===== src/rtl/async_rx_pkg.sv =====
package async_rx_pkg;

    typedef enum logic [2:0] {
        ST_IDLE,
        ST_START,
        ST_DATA,
        ST_PAR,
        ST_STOP,
        ST_STOP2
    } rx_state_e;

    typedef struct packed {
        logic eight;
        logic par_en;
        logic par_odd;
        logic two_stop;
    } rx_cfg_t;

endpackage


===== src/rtl/rx_line_sync.sv =====
module rx_line_sync #(
    parameter int STAGES = 2
) (
    input  logic clk,
    input  logic rst_n,
    input  logic d_i,
    output logic q_o
);
    logic [STAGES-1:0] chain_q;

    generate
        if (STAGES == 1) begin : g_one
            always_ff @(posedge clk or negedge rst_n) begin
                if (!rst_n) chain_q <= '1;
                else        chain_q <= d_i;
            end
        end else begin : g_many
            always_ff @(posedge clk or negedge rst_n) begin
                if (!rst_n) chain_q <= '1;
                else        chain_q <= {chain_q[STAGES-2:0], d_i};
            end
        end
    endgenerate

    assign q_o = chain_q[STAGES-1];
endmodule


===== src/rtl/rx_frame_engine.sv =====
module rx_frame_engine
    import async_rx_pkg::*;
#(
    parameter int OSR    = 16,
    parameter int DATA_W = 8
) (
    input  logic              clk,
    input  logic              rst_n,
    input  logic              tick_i,
    input  logic              rx_i,
    input  rx_cfg_t           cfg_i,
    input  logic              hold_i,
    output logic              done_o,
    output logic [DATA_W-1:0] data_o,
    output logic              par_bad_o,
    output logic              stop_bad_o
);
    localparam int CW   = $clog2(OSR);
    localparam int BW   = $clog2(DATA_W + 1);
    localparam int HALF = OSR / 2 - 1;

    typedef struct packed {
        rx_state_e         state;
        logic [CW-1:0]     cnt;
        logic [BW-1:0]     bits;
        logic [DATA_W-1:0] shreg;
        rx_cfg_t           cfg;
        logic              pbit;
        logic              done;
        logic [DATA_W-1:0] data;
        logic              par_bad;
        logic              stop_bad;
    } eng_t;

    eng_t q, d;
    logic              last;
    logic [BW-1:0]     nbits;
    logic [DATA_W-1:0] aligned;

    always_comb begin
        d       = q;
        d.done  = 1'b0;
        last    = (q.cnt == CW'(OSR - 1));
        nbits   = q.cfg.eight ? BW'(DATA_W) : BW'(DATA_W - 1);
        aligned = q.cfg.eight ? q.shreg : {1'b0, q.shreg[DATA_W-1:1]};
        case (q.state)
            ST_IDLE: begin
                if (tick_i && !rx_i && !hold_i) begin
                    d.state = ST_START;
                    d.cnt   = '0;
                    d.cfg   = cfg_i;
                end
            end
            ST_START: begin
                if (tick_i) begin
                    if (q.cnt == CW'(HALF)) begin
                        d.cnt   = '0;
                        d.bits  = '0;
                        d.state = rx_i ? ST_IDLE : ST_DATA;
                    end else begin
                        d.cnt = q.cnt + 1'b1;
                    end
                end
            end
            ST_DATA: begin
                if (tick_i) begin
                    if (last) begin
                        d.cnt   = '0;
                        d.shreg = {rx_i, q.shreg[DATA_W-1:1]};
                        d.bits  = q.bits + 1'b1;
                        if (d.bits == nbits)
                            d.state = q.cfg.par_en ? ST_PAR : ST_STOP;
                    end else begin
                        d.cnt = q.cnt + 1'b1;
                    end
                end
            end
            ST_PAR: begin
                if (tick_i) begin
                    if (last) begin
                        d.cnt   = '0;
                        d.pbit  = rx_i;
                        d.state = ST_STOP;
                    end else begin
                        d.cnt = q.cnt + 1'b1;
                    end
                end
            end
            ST_STOP: begin
                if (tick_i) begin
                    if (last) begin
                        d.cnt      = '0;
                        d.done     = 1'b1;
                        d.data     = aligned;
                        d.stop_bad = !rx_i;
                        d.par_bad  = q.cfg.par_en &&
                                     ((^aligned ^ q.pbit) != q.cfg.par_odd);
                        d.state    = q.cfg.two_stop ? ST_STOP2 : ST_IDLE;
                    end else begin
                        d.cnt = q.cnt + 1'b1;
                    end
                end
            end
            ST_STOP2: begin
                if (tick_i) begin
                    if (last) begin
                        d.cnt   = '0;
                        d.state = ST_IDLE;
                    end else begin
                        d.cnt = q.cnt + 1'b1;
                    end
                end
            end
            default: d.state = ST_IDLE;
        endcase
    end

    always_ff @(posedge clk or negedge rst_n) begin
        if (!rst_n) q <= '0;
        else        q <= d;
    end

    assign done_o     = q.done;
    assign data_o     = q.data;
    assign par_bad_o  = q.par_bad;
    assign stop_bad_o = q.stop_bad;
endmodule


===== src/rtl/rx_status_regs.sv =====
module rx_status_regs #(
    parameter int DATA_W = 8
) (
    input  logic              clk,
    input  logic              rst_n,
    input  logic              done_i,
    input  logic [DATA_W-1:0] data_i,
    input  logic              par_bad_i,
    input  logic              stop_bad_i,
    input  logic              rd_i,
    input  logic              clr_ovr_i,
    input  logic              clr_par_i,
    input  logic              clr_frm_i,
    output logic [DATA_W-1:0] rdata_o,
    output logic              full_o,
    output logic              ovr_o,
    output logic              par_o,
    output logic              frm_o
);
    typedef struct packed {
        logic [DATA_W-1:0] rdata;
        logic              full;
        logic              ovr;
        logic              par;
        logic              frm;
    } stat_t;

    stat_t q, d;

    always_comb begin
        d = q;
        if (rd_i)      d.full = 1'b0;
        if (clr_ovr_i) d.ovr  = 1'b0;
        if (clr_par_i) d.par  = 1'b0;
        if (clr_frm_i) d.frm  = 1'b0;
        if (done_i) begin
            if (stop_bad_i) d.frm = 1'b1;
            if (par_bad_i)  d.par = 1'b1;
            if (q.full)     d.ovr = 1'b1;
            if (!stop_bad_i && !par_bad_i && !q.full) begin
                d.rdata = data_i;
                d.full  = 1'b1;
            end
        end
    end

    always_ff @(posedge clk or negedge rst_n) begin
        if (!rst_n) q <= '0;
        else        q <= d;
    end

    assign rdata_o = q.rdata;
    assign full_o  = q.full;
    assign ovr_o   = q.ovr;
    assign par_o   = q.par;
    assign frm_o   = q.frm;
endmodule


===== src/rtl/async_rx_unit.sv =====
module async_rx_unit
    import async_rx_pkg::*;
#(
    parameter int OSR         = 16,
    parameter int DATA_W      = 8,
    parameter int SYNC_STAGES = 2
) (
    input  logic              clk,
    input  logic              rst_n,
    input  logic              rx_i,
    input  logic              os_tick_i,
    input  logic              cfg_eight_i,
    input  logic              cfg_par_en_i,
    input  logic              cfg_par_odd_i,
    input  logic              cfg_two_stop_i,
    input  logic              irq_en_i,
    input  logic              rd_i,
    input  logic              clr_ovr_i,
    input  logic              clr_par_i,
    input  logic              clr_frm_i,
    output logic [DATA_W-1:0] rdata_o,
    output logic              full_o,
    output logic              ovr_o,
    output logic              par_o,
    output logic              frm_o,
    output logic              irq_rx_o,
    output logic              irq_err_o
);
    logic              rx_s;
    logic              err_any;
    logic              done;
    logic [DATA_W-1:0] frame_data;
    logic              par_bad;
    logic              stop_bad;
    rx_cfg_t           cfg;

    assign cfg = '{eight: cfg_eight_i, par_en: cfg_par_en_i,
                   par_odd: cfg_par_odd_i, two_stop: cfg_two_stop_i};

    rx_line_sync #(.STAGES(SYNC_STAGES)) i_sync (
        .clk   (clk),
        .rst_n (rst_n),
        .d_i   (rx_i),
        .q_o   (rx_s)
    );

    rx_frame_engine #(.OSR(OSR), .DATA_W(DATA_W)) i_engine (
        .clk        (clk),
        .rst_n      (rst_n),
        .tick_i     (os_tick_i),
        .rx_i       (rx_s),
        .cfg_i      (cfg),
        .hold_i     (err_any),
        .done_o     (done),
        .data_o     (frame_data),
        .par_bad_o  (par_bad),
        .stop_bad_o (stop_bad)
    );

    rx_status_regs #(.DATA_W(DATA_W)) i_status (
        .clk        (clk),
        .rst_n      (rst_n),
        .done_i     (done),
        .data_i     (frame_data),
        .par_bad_i  (par_bad),
        .stop_bad_i (stop_bad),
        .rd_i       (rd_i),
        .clr_ovr_i  (clr_ovr_i),
        .clr_par_i  (clr_par_i),
        .clr_frm_i  (clr_frm_i),
        .rdata_o    (rdata_o),
        .full_o     (full_o),
        .ovr_o      (ovr_o),
        .par_o      (par_o),
        .frm_o      (frm_o)
    );

    assign err_any   = ovr_o | par_o | frm_o;
    assign irq_rx_o  = irq_en_i & full_o;
    assign irq_err_o = irq_en_i & err_any;
endmodule


===== config.mk =====
export PLATFORM = sky130hd
export DESIGN_NAME = async_rx_unit
export DESIGN_NICKNAME = d
export VERILOG_FILES = /design/src/rtl/async_rx_pkg.sv /design/src/rtl/rx_line_sync.sv /design/src/rtl/rx_frame_engine.sv /design/src/rtl/rx_status_regs.sv /design/src/rtl/async_rx_unit.sv
export SDC_FILE = /design/constraint.sdc
export NUM_CORES = 1
export LEC_CHECK = 0
export ABC_AREA = 1
export BUFFER_PORTS_ARGS = -buffer_cell sky130_fd_sc_hd__buf_4
export CORE_MARGIN = 2
export CORE_UTILIZATION = 60
export CTS_CLUSTER_DIAMETER = 120
export DETAILED_ROUTE_END_ITERATION = 8
export HOLD_SLACK_MARGIN = 0.05
export PLACE_DENSITY_LB_ADDON = 0.3
export SYNTH_ARGS = -nofsm -noshare
export SYNTH_HDL_FRONTEND = slang
export SYNTH_SLANG_ARGS = --single-unit

===== constraint.sdc =====
create_clock -name clk -period 2.7 [get_ports clk]
set_clock_uncertainty 0.1 [all_clocks]
set_input_delay 0.54 -clock clk [delete_from_list [all_inputs] [get_ports clk]]
set_output_delay 0.54 -clock clk [all_outputs]
set_load 0.03 [all_outputs]

Word-level counts from Yosys, hierarchy flattened. Cells that the tools add are included.

Add/subtract/negate cells: 2. Eq/ne operators: 21. Mux-type cells: 36. Bitwise gates (word level): 5. Reductions and logical operators: 22.

Operator list (count): $mux W11 (4); $mux W7 (4); $mux W3 (8); $pmux W4 S6 (1); $mux W4 (5); $mux W19 (1); $pmux W3 S6 (1); $ne A2 B1 Y1 const B (7); $mux W12 (1); $reduce_and A12 Y1 (1); $ne A2 B2 Y1 const B (5); $reduce_and A3 Y1 (3); $add A4 B1 Y4 const B (2); $mux W1 (8); $mux W8 (1); $pmux W4 S2 (1); $reduce_xor A8 Y1 (1); $reduce_and A7 Y1 (1); $eq A3 B2 Y1 const B (2); $eq A3 B3 Y1 const B (2); $reduce_bool A6 Y1 (1); $logic_and A1 B1 Y1 (5); $logic_not A1 Y1 (5); $reduce_and A5 Y1 (1); other kinds (12) (15).

Register bits: 49. Output and inout bits: 14. Logic and storage cells: 105.

Longest topological paths before layout. Gate-level depths: netlist of the first run.

Depth in word-level cells: 8. Depth in mapped cells: 13.

Cells and area by module. From an unflattened synthesis of the first run, not the netlist that was laid out.

Cells, all modules: 319. Area total of the unflattened synthesis: 2552.4 µm².

Modules (own cells, without submodules): rx_frame_engine (instances 1, cells each 260, area an instance 1963.1 µm², sequential area each 875.8 µm²); rx_status_regs (instances 1, cells each 50, area an instance 503.0 µm², sequential area each 300.3 µm²); rx_line_sync (instances 1, cells each 2, area an instance 52.6 µm², sequential area each 52.6 µm²); async_rx_unit (instances 1, cells each 7, area an instance 33.8 µm², sequential area each 0.0 µm²).

Least setup slack after synthesis of the first run. Ideal clock, no wire load.

Kind: register to output. From: register i_status.q, in the netlist i_status.par_o. To: output port irq_err_o. Arrival: 1.040 ns. Slack: 1.020 ns. Stages on the path, launching flop included: 3. Path buffers: 0. Cell sequence: dfrtp_1 nor3_2 nor2_1.

Cells in the longest elaborated chain, start to end: 3.

RTL lines: from (decl) (line rx_status_regs.sv:28) `stat_t q, d;`; from (signal assigned) (line rx_status_regs.sv:48) `if (!rst_n) q <= '0;`; from (signal assigned) (line rx_status_regs.sv:49) `else q <= d;`; $or A1 B1 Y1 (2 in series) (line async_rx_unit.sv:78) `assign err_any = ovr_o | par_o | frm_o;`; $and A1 B1 Y1 (line async_rx_unit.sv:80) `assign irq_err_o = irq_en_i & err_any;`; to (decl) (line async_rx_unit.sv:27) `output logic irq_err_o`.

No other way between the ends.

Final worst setup path of the first run. Same ends and word-level chain as after synthesis.

==> impl_metrics.env, run 1 <==
export IMPL_synth_nets=323
export IMPL_final_layout_size_suffix_gt1_frac=0.184
export IMPL_grt_pass1_wl_um=7560
export IMPL_holdWs_ps=141
export IMPL_crit_required_ps=2060
export IMPL_yosysTopAreaCell="dfrtp_1"
export IMPL_critical_path_class="reg -> out"
export IMPL_overflow=0
export IMPL_avgViaCountPerCell=5.08
export IMPL_finalHoldViolCount=0
export IMPL_cp_start_kind="flip-flop"
export IMPL_row_count=23
export IMPL_grtUsageMet1=0.291
export IMPL_rsz0062_at_grt="false"
export IMPL_cts_setup_buffers=0
export IMPL_fin_setup_tns_ps=0
export IMPL_place_inst=379
export IMPL_yosys_area_share_adder=0.0101
export IMPL_regToRegStartpoint="i_engine.q[24]"
export IMPL_antenna_diode_count=0
export IMPL_avgSynthCellArea_um2=8.02
export IMPL_synthFlopType="dfrtp_1"
export IMPL_syn_inst=308
export IMPL_end_kind="output pin"
export IMPL_post_cts_resized=0
export IMPL_status="finished, final reports clean"
export IMPL_netlist_top_cells_count="nand2_1, dfrtp_1, inv_1, o21ai_0, nand3_1"
export IMPL_drc_errors=0
export IMPL_synth_top_area_share=0.476
export IMPL_layout_cells_non_filler=387
export IMPL_setup_viol=0
export IMPL_crit_fanout=3
export IMPL_seq_area_frac_synth=0.497
export IMPL_holdBufCountCts=0
export IMPL_grt_max_degree=50
export IMPL_io_pin_count=27
export IMPL_reg2reg_depth=7
export IMPL_pwr_density_cell_mw_per_mm2=739
export IMPL_vias=1967
export IMPL_cts_tree="yes"
export IMPL_hp_class="in -> async"
export IMPL_cts_root_buf="clkbuf_8"
export IMPL_syn_cell_area_mm2=0.00247
export IMPL_initial_core_util=0.622
export IMPL_power_leakage_nw=1.43
export IMPL_cts_buffers=5
export IMPL_relSlewSlack=0.608
export IMPL_firstDrtPassIters=4
export IMPL_drt_antenna_violating_nets=0
export IMPL_routed_wl_um=4500
export IMPL_async_flop_share=1.00
export IMPL_layout_area_overhead_vs_synth_pct=12.5
export IMPL_dr_first_iter_drc_count=125
export IMPL_die_y_um=68.2
export IMPL_synth_compound_area_share=0.0957
export IMPL_yosysWarnings=0
export IMPL_die_area_mm2=0.00465
export IMPL_maxCapViolCount=0
export IMPL_grt_usage=0.220
export IMPL_die_x_um=68.2
export IMPL_clock_latency_ps=300
export IMPL_wire_per_inst_um=11.6
export IMPL_grt_pass1_vias=1726
export IMPL_post_route_period_util=0.690
export IMPL_grt_use_met2=0.347
export IMPL_fp_coreArea_mm2=0.00397
export IMPL_r2r_setup_slack_ps=930
export IMPL_slew_viol_final=0
export IMPL_ctsLongestPathBuffers=2
export IMPL_ys_types=28
export IMPL_r2r_end="i_engine.q[33]"
export IMPL_nets=351
export IMPL_io_buffer_count=26
export IMPL_htree_levels=2
export IMPL_synthXorXnorAreaFrac=0.0106
export IMPL_grt_busiest_layer="met2"
export IMPL_met3_usage=0.0411
export IMPL_clkTransAtPathRegs_ps=90
export IMPL_cts_sinks=49
export IMPL_vdd_drop_max_mv=0.488
export IMPL_fin_crit_ps=1860
export IMPL_synth_most_common_cell="nand2_1"
export IMPL_worst_pin_slew_ps=588
export IMPL_dpl_hpwl_um=3400
export IMPL_fmax_ghz=0.537
export IMPL_utilization=0.700
export IMPL_ys_ff_latch=49
export IMPL_routabilityCongestion=0.919
export IMPL_synth_top_family_by_area="simple AND/OR/NAND/NOR gates"
export IMPL_antenna_found_initial=0
export IMPL_synth_simple_area_share=0.273
export IMPL_arrival_ps=1220
export IMPL_synth_edf_count=0
export IMPL_synthMuxAreaShare=0.0365
export IMPL_synth_area_top_cells="dfrtp_1, nand2_1, inv_1, o21ai_0, nand3_1"
[cells by family (layout without fill, tap and decap cells)]
| kind of cell | after synthesis | in the layout |
|---|---|---|
| compound gates | 44 | 44 |
| flops | 49 | 49 |
| mux | 8 | 8 |
| simple gates | 156 | 156 |
| fa+ha+maj | 2 | 2 |
| xor+xnor | 3 | 3 |
| buf+inv | 46 | 75 |
[final cells by class]
type                            instances  area (um2)
Clock inverter                          2        15.0
Multi-Input combinational cell        213        1050
Tap cell                               50        62.6
Clock buffer                            6        72.6
Inverter                               41         154
Timing Repair Buffer                   26         195
Fill cell                             333        1190
Sequential cell                        49        1230
[stage by stage]
step	worst slack [ps]	total power, mW	cell area (um2)
finish	837	2.05	2780
global route	711	2.22	2780
CTS	817	2.06	2780
detailed placement	945	1.64	2690
global placement	949	1.61	2690
floorplan	1020	1.50	2470
[flip-flops by register name, indices dropped and copies added (netlist names)]
register / count
i_status.par_o: 1
i_engine.stop_bad_o: 1
i_status.rdata_o: 8
i_status.full_o: 1
i_engine.data_o: 8
i_status.ovr_o: 1
i_engine.done_o: 1
i_status.frm_o: 1
i_engine.q: 24
i_sync.chain_q: 2
i_engine.par_bad_o: 1
[metal layers]
metal  part of all wire  wire length, um  vias up
met5                  0                0        -
met4              0.014               65        0
met3              0.044              199        6
met2               0.46             2070       36
met1               0.48             2160      888
li1                   -                -     1037
[report_power, final]
group          internal [mW]  switching (mW)
Sequential             0.808          0.0964
Clock                  0.183           0.244
Combinational          0.247           0.476
[critical path, cell delays in order (launching register included)]
cell	delay, ps
dfrtp_1	410
nor3_2	270
nor2_1	70
buf_4	170
[worst max path at each step]
stage | startpoint | endpoint
after floorplan | i_status.par_o | irq_err_o
after global placement | i_engine.q[28] | i_engine.data_o[7]
after detailed placement | i_engine.q[24] | i_engine.q[33]
after CTS | i_status.par_o | irq_err_o
after global routing | i_engine.q[28] | i_engine.data_o[7]
final | i_status.par_o | irq_err_o
[cells in the final DEF (no fill, tap or decap)]
master / synthesis / routed
xor2_1: 2 / 2
buf_4: 2 / 26
o211ai_1: 1 / 1
nand3_2: 2 / 2
inv_1: 36 / 36
nand3_1: 20 / 20
nor2_1: 15 / 15
nor2_4: 1 / 1
a31oi_1: 1 / 1
inv_2: 5 / 5
ha_1: 2 / 2
nand4_1: 3 / 3
o21ai_1: 7 / 7
o22ai_1: 1 / 1
clkbuf_1: 0 / 1
a21oi_1: 7 / 7
nor2_2: 5 / 5
o21ai_4: 1 / 1
nand2_2: 3 / 3
clkbuf_8: 0 / 5
nand3b_1: 1 / 1
xnor2_1: 1 / 1
mux2_2: 8 / 8
o21ai_0: 26 / 26
dfstp_2: 2 / 2
clkinvlp_4: 0 / 2
nor3_2: 2 / 2
dfrtp_1: 47 / 47
nand2_1: 104 / 104
No activity file was read; power rests on OpenSTA's default activity.
==> run 2: changes to the inputs <==
--- a/config.mk
+++ b/config.mk
@@ -8,7 +8,7 @@
 export ABC_AREA = 1
 export BUFFER_PORTS_ARGS = -buffer_cell sky130_fd_sc_hd__buf_4
 export CORE_MARGIN = 2
-export CORE_UTILIZATION = 60
+export CORE_UTILIZATION = 52
 export CTS_CLUSTER_DIAMETER = 120
 export DETAILED_ROUTE_END_ITERATION = 8
 export HOLD_SLACK_MARGIN = 0.05
==> constraint.sdc (replaced) <==
create_clock -name clk -period 1.58 [get_ports clk]
set_clock_uncertainty 0.1 [all_clocks]
set_input_delay 0.316 -clock clk [delete_from_list [all_inputs] [get_ports clk]]
set_output_delay 0.316 -clock clk [all_outputs]
set_load 0.03 [all_outputs]
==> impl_metrics.env, run 2 (same netlist as run 1, synthesis figures left out) <==
export IMPL_status="finished, violations left"
export IMPL_violations="negative setup slack"
export IMPL_r2r_setup_slack_ps=-150
export IMPL_end_kind="flip-flop"
export IMPL_setup_viol=22
export IMPL_overflow=0
export IMPL_clkTransAtPathRegs_ps=90
export IMPL_vdd_drop_max_mv=1.04
export IMPL_worst_pin_slew_ps=429
export IMPL_routabilityCongestion=0.848
export IMPL_avgViaCountPerCell=5.46
export IMPL_fin_crit_ps=1730
export IMPL_drt_antenna_violating_nets=0
export IMPL_rsz0062_at_grt="true"
export IMPL_drc_errors=0
export IMPL_met2WireLength_um=3250
export IMPL_power_mw=4.61
export IMPL_grt_max_degree=31
export IMPL_dr_first_iter_drc_count=209
export IMPL_maxCapViolCount=0
export IMPL_vias=2387
export IMPL_final_cell_mix="nand2_1, buf_4, dfrtp_1"
export IMPL_p_seq_frac=0.342
export IMPL_relSlewSlack=0.713
export IMPL_grt_pass1_wl_um=8830
export IMPL_die_y_um=72.9
export IMPL_fp_coreArea_mm2=0.00466
export IMPL_dpl_cell_area_mm2=0.00285
export IMPL_nets=397
export IMPL_pwr_density_cell_mw_per_mm2=1320
export IMPL_highest_layer="met4"
export IMPL_pre_cts_ws_ps=-62.9
export IMPL_crit_required_ps=1690
export IMPL_critical_path_class="reg -> reg"
export IMPL_power_leakage_nw=1.77
export IMPL_post_route_period_util=1.09
export IMPL_arrival_ps=1840
export IMPL_antenna_diode_count=0
export IMPL_postLayoutCellArea_mm2=0.00349
export IMPL_largest_register_ff_count=24
export IMPL_cts_sinks=49
export IMPL_crit_fanout=8
export IMPL_fin_setup_tns_ps=-1130
export IMPL_routed_wl_um=6460
export IMPL_ctsLongestPathBuffers=2
export IMPL_io_buffer_count=26
export IMPL_finalHoldViolCount=0
export IMPL_fill_cells=297
export IMPL_htree_levels=2
export IMPL_wire_per_inst_um=14.8
export IMPL_combPwrFrac=0.499
export IMPL_cts_root_buf="clkbuf_8"
export IMPL_slew_viol_final=0
export IMPL_layout_area_overhead_vs_synth_pct=41.1
export IMPL_hp_class="in -> reg"
export IMPL_clock_latency_ps=300
export IMPL_clock_power_share=0.159
export IMPL_cts_tree="yes"
export IMPL_die_x_um=72.9
export IMPL_fmax_ghz=0.579
export IMPL_io_pin_count=27
export IMPL_p_int_mw=2.64
export IMPL_die_area_mm2=0.00532
export IMPL_final_layout_size_suffix_gt1_frac=0.426
export IMPL_max_flop_register="i_engine.q"
export IMPL_wl_met1_um=2620
export IMPL_final_common_cell="nand2_1"
export IMPL_row_count=25
export IMPL_firstDrtPassIters=4
export IMPL_setup_slack_ps=-147
export IMPL_grt_usage=0.213
export IMPL_cts_buffers=5
export IMPL_initial_core_util=0.530
export IMPL_cp_start_kind="flip-flop"
export IMPL_wl_met3_um=306
export IMPL_antenna_found_initial=0
export IMPL_p_switching_mw=1.97
export IMPL_utilization=0.748
export IMPL_netSwitchingFraction=0.427
export IMPL_grt_pass1_vias=2037
export IMPL_dpl_hpwl_um=3570
-- run 2: changes by cell type in the layout (fill, tap and decap cells not counted), sizes merged --
| cell | previous run | this run |
|---|---|---|
| buf | 26 | 65 |
| dlygate4sd3 | 0 | 2 |
| nand2 | 107 | 112 |
| inv | 41 | 40 |
| clkinv | 0 | 1 |
-- run 2: cell type report --
cell class                      instances  area, um2  share of cell area
Multi-Input combinational cell        218       1370               0.393
Sequential cell                        49       1230               0.354
Timing Repair Buffer                   67        556               0.159
Inverter                               41        171              0.0492
Clock buffer                            6       72.6              0.0208
Tap cell                               54       67.6              0.0194
Clock inverter                          2       15.0             0.00431
-- run 2: critical path: stages, from the launching register on --
cell and delay (ps):
dfrtp_1 410, ha_4 180, nand2_4 60, nor2_4 140, inv_2 80, nor2_4 120
buf_12 180, buf_6 120, a21oi_2 50, a31oi_1 200
-- run 2: final timing paths --
path,start,endpoint,cells past startpoint
worst max-delay path,i_engine.q[29],i_engine.q[11],9
worst min-delay path,rd_i,i_status.full_o,2
worst max register to register,i_engine.q[29],i_engine.q[11],9
worst min register to register,i_sync.chain_q[0],i_sync.chain_q[1],0
max in group asynchronous,rst_n,i_engine.q[33],3
min in group asynchronous,rst_n,i_status.rdata_o[7],2
-- run 2: repair_timing --
action | 4_1_cts | 5_1_grt
setup endpoints to repair | 28 | 36
buffers inserted | 11 | 10
hold buffers | 2 | 0
resized for setup | 26 | 80
pin swaps | 7 | 24
gates cloned | 3 | 2
hold endpoints to repair | 28 | 0
-- run 2: routing by layer --
metal / vias to the layer above / global-route usage
li1: 1137 / -
met5: - / 0
met4: 0 / 0.0741
met3: 29 / 0.0456
met2: 98 / 0.370
met1: 1123 / 0.262
-- run 2: power groups by stage --
stage / registers (mW) / clock network, mW / logic, mW
2_1_floorplan: 1.50 / 0 / 1.06
3_3_place_gp: 1.53 / 0 / 1.45
3_5_place_dp: 1.53 / 0 / 1.47
4_1_cts: 1.51 / 0.752 / 1.70
5_1_grt: 1.59 / 0.803 / 2.49
6_report: 1.58 / 0.733 / 2.30
-- run 2: through the flow --
stage / hold WS (ps) / instances
floorplan: -79.6 / 308
global placement: 167 / 401
detailed placement: 170 / 401
CTS: 72.4 / 425
global route: 74.9 / 437
finish: 76.2 / 437
==> run 3: changes to the inputs <==
--- a/config.mk
+++ b/config.mk
@@ -6,13 +6,14 @@
 export NUM_CORES = 1
 export LEC_CHECK = 0
 export ABC_AREA = 1
-export BUFFER_PORTS_ARGS = -buffer_cell sky130_fd_sc_hd__buf_4
+export BUFFER_PORTS_ARGS = -buffer_cell sky130_fd_sc_hd__clkbuf_2
 export CORE_MARGIN = 2
-export CORE_UTILIZATION = 52
+export CORE_UTILIZATION = 53
 export CTS_CLUSTER_DIAMETER = 120
 export DETAILED_ROUTE_END_ITERATION = 8
 export HOLD_SLACK_MARGIN = 0.05
 export PLACE_DENSITY_LB_ADDON = 0.3
 export SYNTH_ARGS = -nofsm -noshare
 export SYNTH_HDL_FRONTEND = slang
+export SYNTH_HIERARCHICAL = 1
 export SYNTH_SLANG_ARGS = --single-unit
==> impl_metrics.env, run 3 <==
export IMPL_rsz0062_at_grt="true"
export IMPL_largest_register_ff_count=24
export IMPL_pwr_density_cell_mw_per_mm2=1360
export IMPL_relSlewSlack=0.708
export IMPL_fp_coreArea_mm2=0.00469
export IMPL_cts_sinks=49
export IMPL_yosysWarnings=6
export IMPL_final_cell_mix="nand2_1, dfrtp_1, inv_1"
export IMPL_io_buffer_count=26
export IMPL_wire_per_inst_um=12.3
export IMPL_cp_start_kind="flip-flop"
export IMPL_power_mw=4.67
export IMPL_synthFlopType="dfrtp_1"
export IMPL_cts_buffers=5
export IMPL_overflow=0
export IMPL_power_leakage_nw=1.80
export IMPL_cp_buffers_inverters=0
export IMPL_worst_pin_slew_ps=438
export IMPL_slew_viol_final=0
export IMPL_holdPathStages=2
export IMPL_setup_viol=7
export IMPL_routabilityCongestion=0.855
export IMPL_synthXorXnorAreaFrac=0.0137
export IMPL_synth_top_area_share=0.461
export IMPL_synth_nets=334
export IMPL_seq_area_frac_synth=0.481
export IMPL_grt_usage=0.191
export IMPL_arrival_ps=1880
export IMPL_antenna_diode_count=0
export IMPL_nets=394
export IMPL_max_stage_delay_ps=420
export IMPL_hp_class="in -> reg"
export IMPL_regToRegStartpoint="i_status/par_o"
export IMPL_synth_area_top_cells="dfrtp_1, nand2_1, inv_1, nand3_1, o21ai_0"
export IMPL_clkTransAtPathRegs_ps=90
export IMPL_netlist_top_cells_count="nand2_1, dfrtp_1, inv_1, nand3_1, o21ai_0"
export IMPL_slowest_stage="dfrtp_2"
export IMPL_vdd_drop_max_mv=0.840
export IMPL_synth_simple_area_share=0.294
export IMPL_crit_required_ps=1690
export IMPL_critical_path_cell_chain="nor2_2 > nand2_1 > nor2_1 > nand2_1 > nand2_1 > nand2_2 > a21oi_4 > nand4_1 > o21ai_1"
export IMPL_critical_path_class="reg -> reg"
export IMPL_post_route_period_util=1.12
export IMPL_cts_tree="yes"
export IMPL_row_count=25
export IMPL_die_area_mm2=0.00539
export IMPL_routed_wl_um=5340
export IMPL_yosys_area_share_adder=0.00980
export IMPL_grt_max_degree=19
export IMPL_layout_cells_non_filler=434
export IMPL_crit_top_cell="nand2_1"
export IMPL_grt_pass1_wl_um=7960
export IMPL_worstHoldStart="rd_i"
export IMPL_finalHoldViolCount=0
export IMPL_initial_core_util=0.544
export IMPL_synth_compound_area_share=0.100
export IMPL_die_y_um=73.4
export IMPL_avgSynthCellArea_um2=8.00
export IMPL_synth_most_common_cell="nand2_1"
export IMPL_reg2reg_depth=9
export IMPL_yosysTopAreaCell="dfrtp_1"
export IMPL_ys_types=34
export IMPL_die_x_um=73.4
export IMPL_async_flop_share=1.00
export IMPL_crit_family="simple AND/OR/NAND/NOR gates"
export IMPL_drc_errors=0
export IMPL_htree_levels=2
export IMPL_io_pin_count=27
export IMPL_fin_crit_ps=1760
export IMPL_crit_fanout=8
export IMPL_fmax_ghz=0.567
export IMPL_hold_end="i_status/full_o"
export IMPL_dpl_hpwl_um=3720
export IMPL_vias=2206
export IMPL_avgViaCountPerCell=5.08
export IMPL_fill_cells=330
export IMPL_cts_root_buf="clkbuf_8"
export IMPL_place_inst=413
export IMPL_end_kind="flip-flop"
export IMPL_maxCapViolCount=0
export IMPL_synthMuxAreaShare=0.00441
export IMPL_synth_edf_count=0
export IMPL_ctsLongestPathBuffers=2
export IMPL_drt_antenna_violating_nets=0
export IMPL_r2r_setup_slack_ps=-180
export IMPL_setup_slack_ps=-183
export IMPL_syn_cell_area_mm2=0.00255
export IMPL_max_flop_register="i_engine/q"
export IMPL_final_layout_size_suffix_gt1_frac=0.389
export IMPL_violations="negative setup slack"
export IMPL_firstDrtPassIters=4
export IMPL_clock_latency_ps=300
export IMPL_layout_area_overhead_vs_synth_pct=34.1
export IMPL_ys_ff_latch=49
export IMPL_status="finished, violations left"
export IMPL_synth_top_family_by_area="simple AND/OR/NAND/NOR gates"
export IMPL_antenna_found_initial=0
export IMPL_holdWs_ps=70.7
export IMPL_r2r_end="i_engine/q[31]"
export IMPL_dr_first_iter_drc_count=108
export IMPL_grt_pass1_vias=1887
export IMPL_final_common_cell="nand2_1"
export IMPL_syn_inst=319
-- run 3: routing by layer --
layer	global-route usage	wire, um
met5	0	0
met4	0.0545	27
met3	0.0370	191
met2	0.310	2620
met1	0.260	2500
-- run 3: through the flow --
step	worst slack, ps	cell area, um2	TNS (ps)	utilization
finish	-183	3420	-683	0.730
global placement	-22.2	2930	-23.7	0.625
floorplan	17.3	2560	0	-
global route	-253	3420	-2240	0.730
CTS	-28.3	3120	-34.4	0.664
detailed placement	-51.9	2930	-164	0.625
-- run 3: timing repair --
action                                  4_1_cts  5_1_grt
pin swaps                                     3       18
gates resized for setup                      10       67
buffers inserted                              2        6
cloned                                        0        3
endpoints found under the setup margin       11       33
endpoints found under the hold margin        14        0
hold buffers                                  2        0
-- run 3: layout make-up --
cell class	instances	area (um2)	area share
multi-input combinational	215	1280	0.375
tap	54	67.6	0.0197
inverter	43	166	0.0486
sequential	49	1230	0.361
timing repair buffer	65	556	0.162
clock inverter	3	46.3	0.0135
clock buffer	5	68.8	0.0201
-- run 3: how the worst max path moves through the flow --
stage | cells after the start | from | endpoint
3_3_place_gp | 9 | i_status/par_o | i_engine/q[30]
2_1_floorplan | 10 | i_status/par_o | i_engine/q[34]
4_1_cts | 9 | i_status/par_o | i_engine/q[30]
6_report | 9 | i_status/par_o | i_engine/q[31]
5_1_grt | 9 | i_status/par_o | i_engine/q[31]
3_5_place_dp | 9 | i_status/par_o | i_engine/q[30]
-- run 3: report_power, final --
group | total [mW] | switching, mW | internal [mW]
Sequential | 1.53 | 0.142 | 1.39
Combinational | 2.24 | 1.27 | 0.978
Clock | 0.894 | 0.420 | 0.474
-- run 3: worst register-to-register path, delay by kind of cell, from the launching register on --
kind	cells	cell delay, ps
compound gates	2	440
simple gates	7	730
flops	1	420
-- run 3: logic make-up (layout without fill, tap and decap cells) --
kind of cell	count (synthesis)	count (layout)
AO/OA/AOI/OAI	45	45
buffers and inverters	55	116
AND/OR/NAND/NOR	163	163
flip-flops	49	49
adder cells (fa/ha/maj)	2	2
XOR/XNOR	4	4
multiplexers	1	1
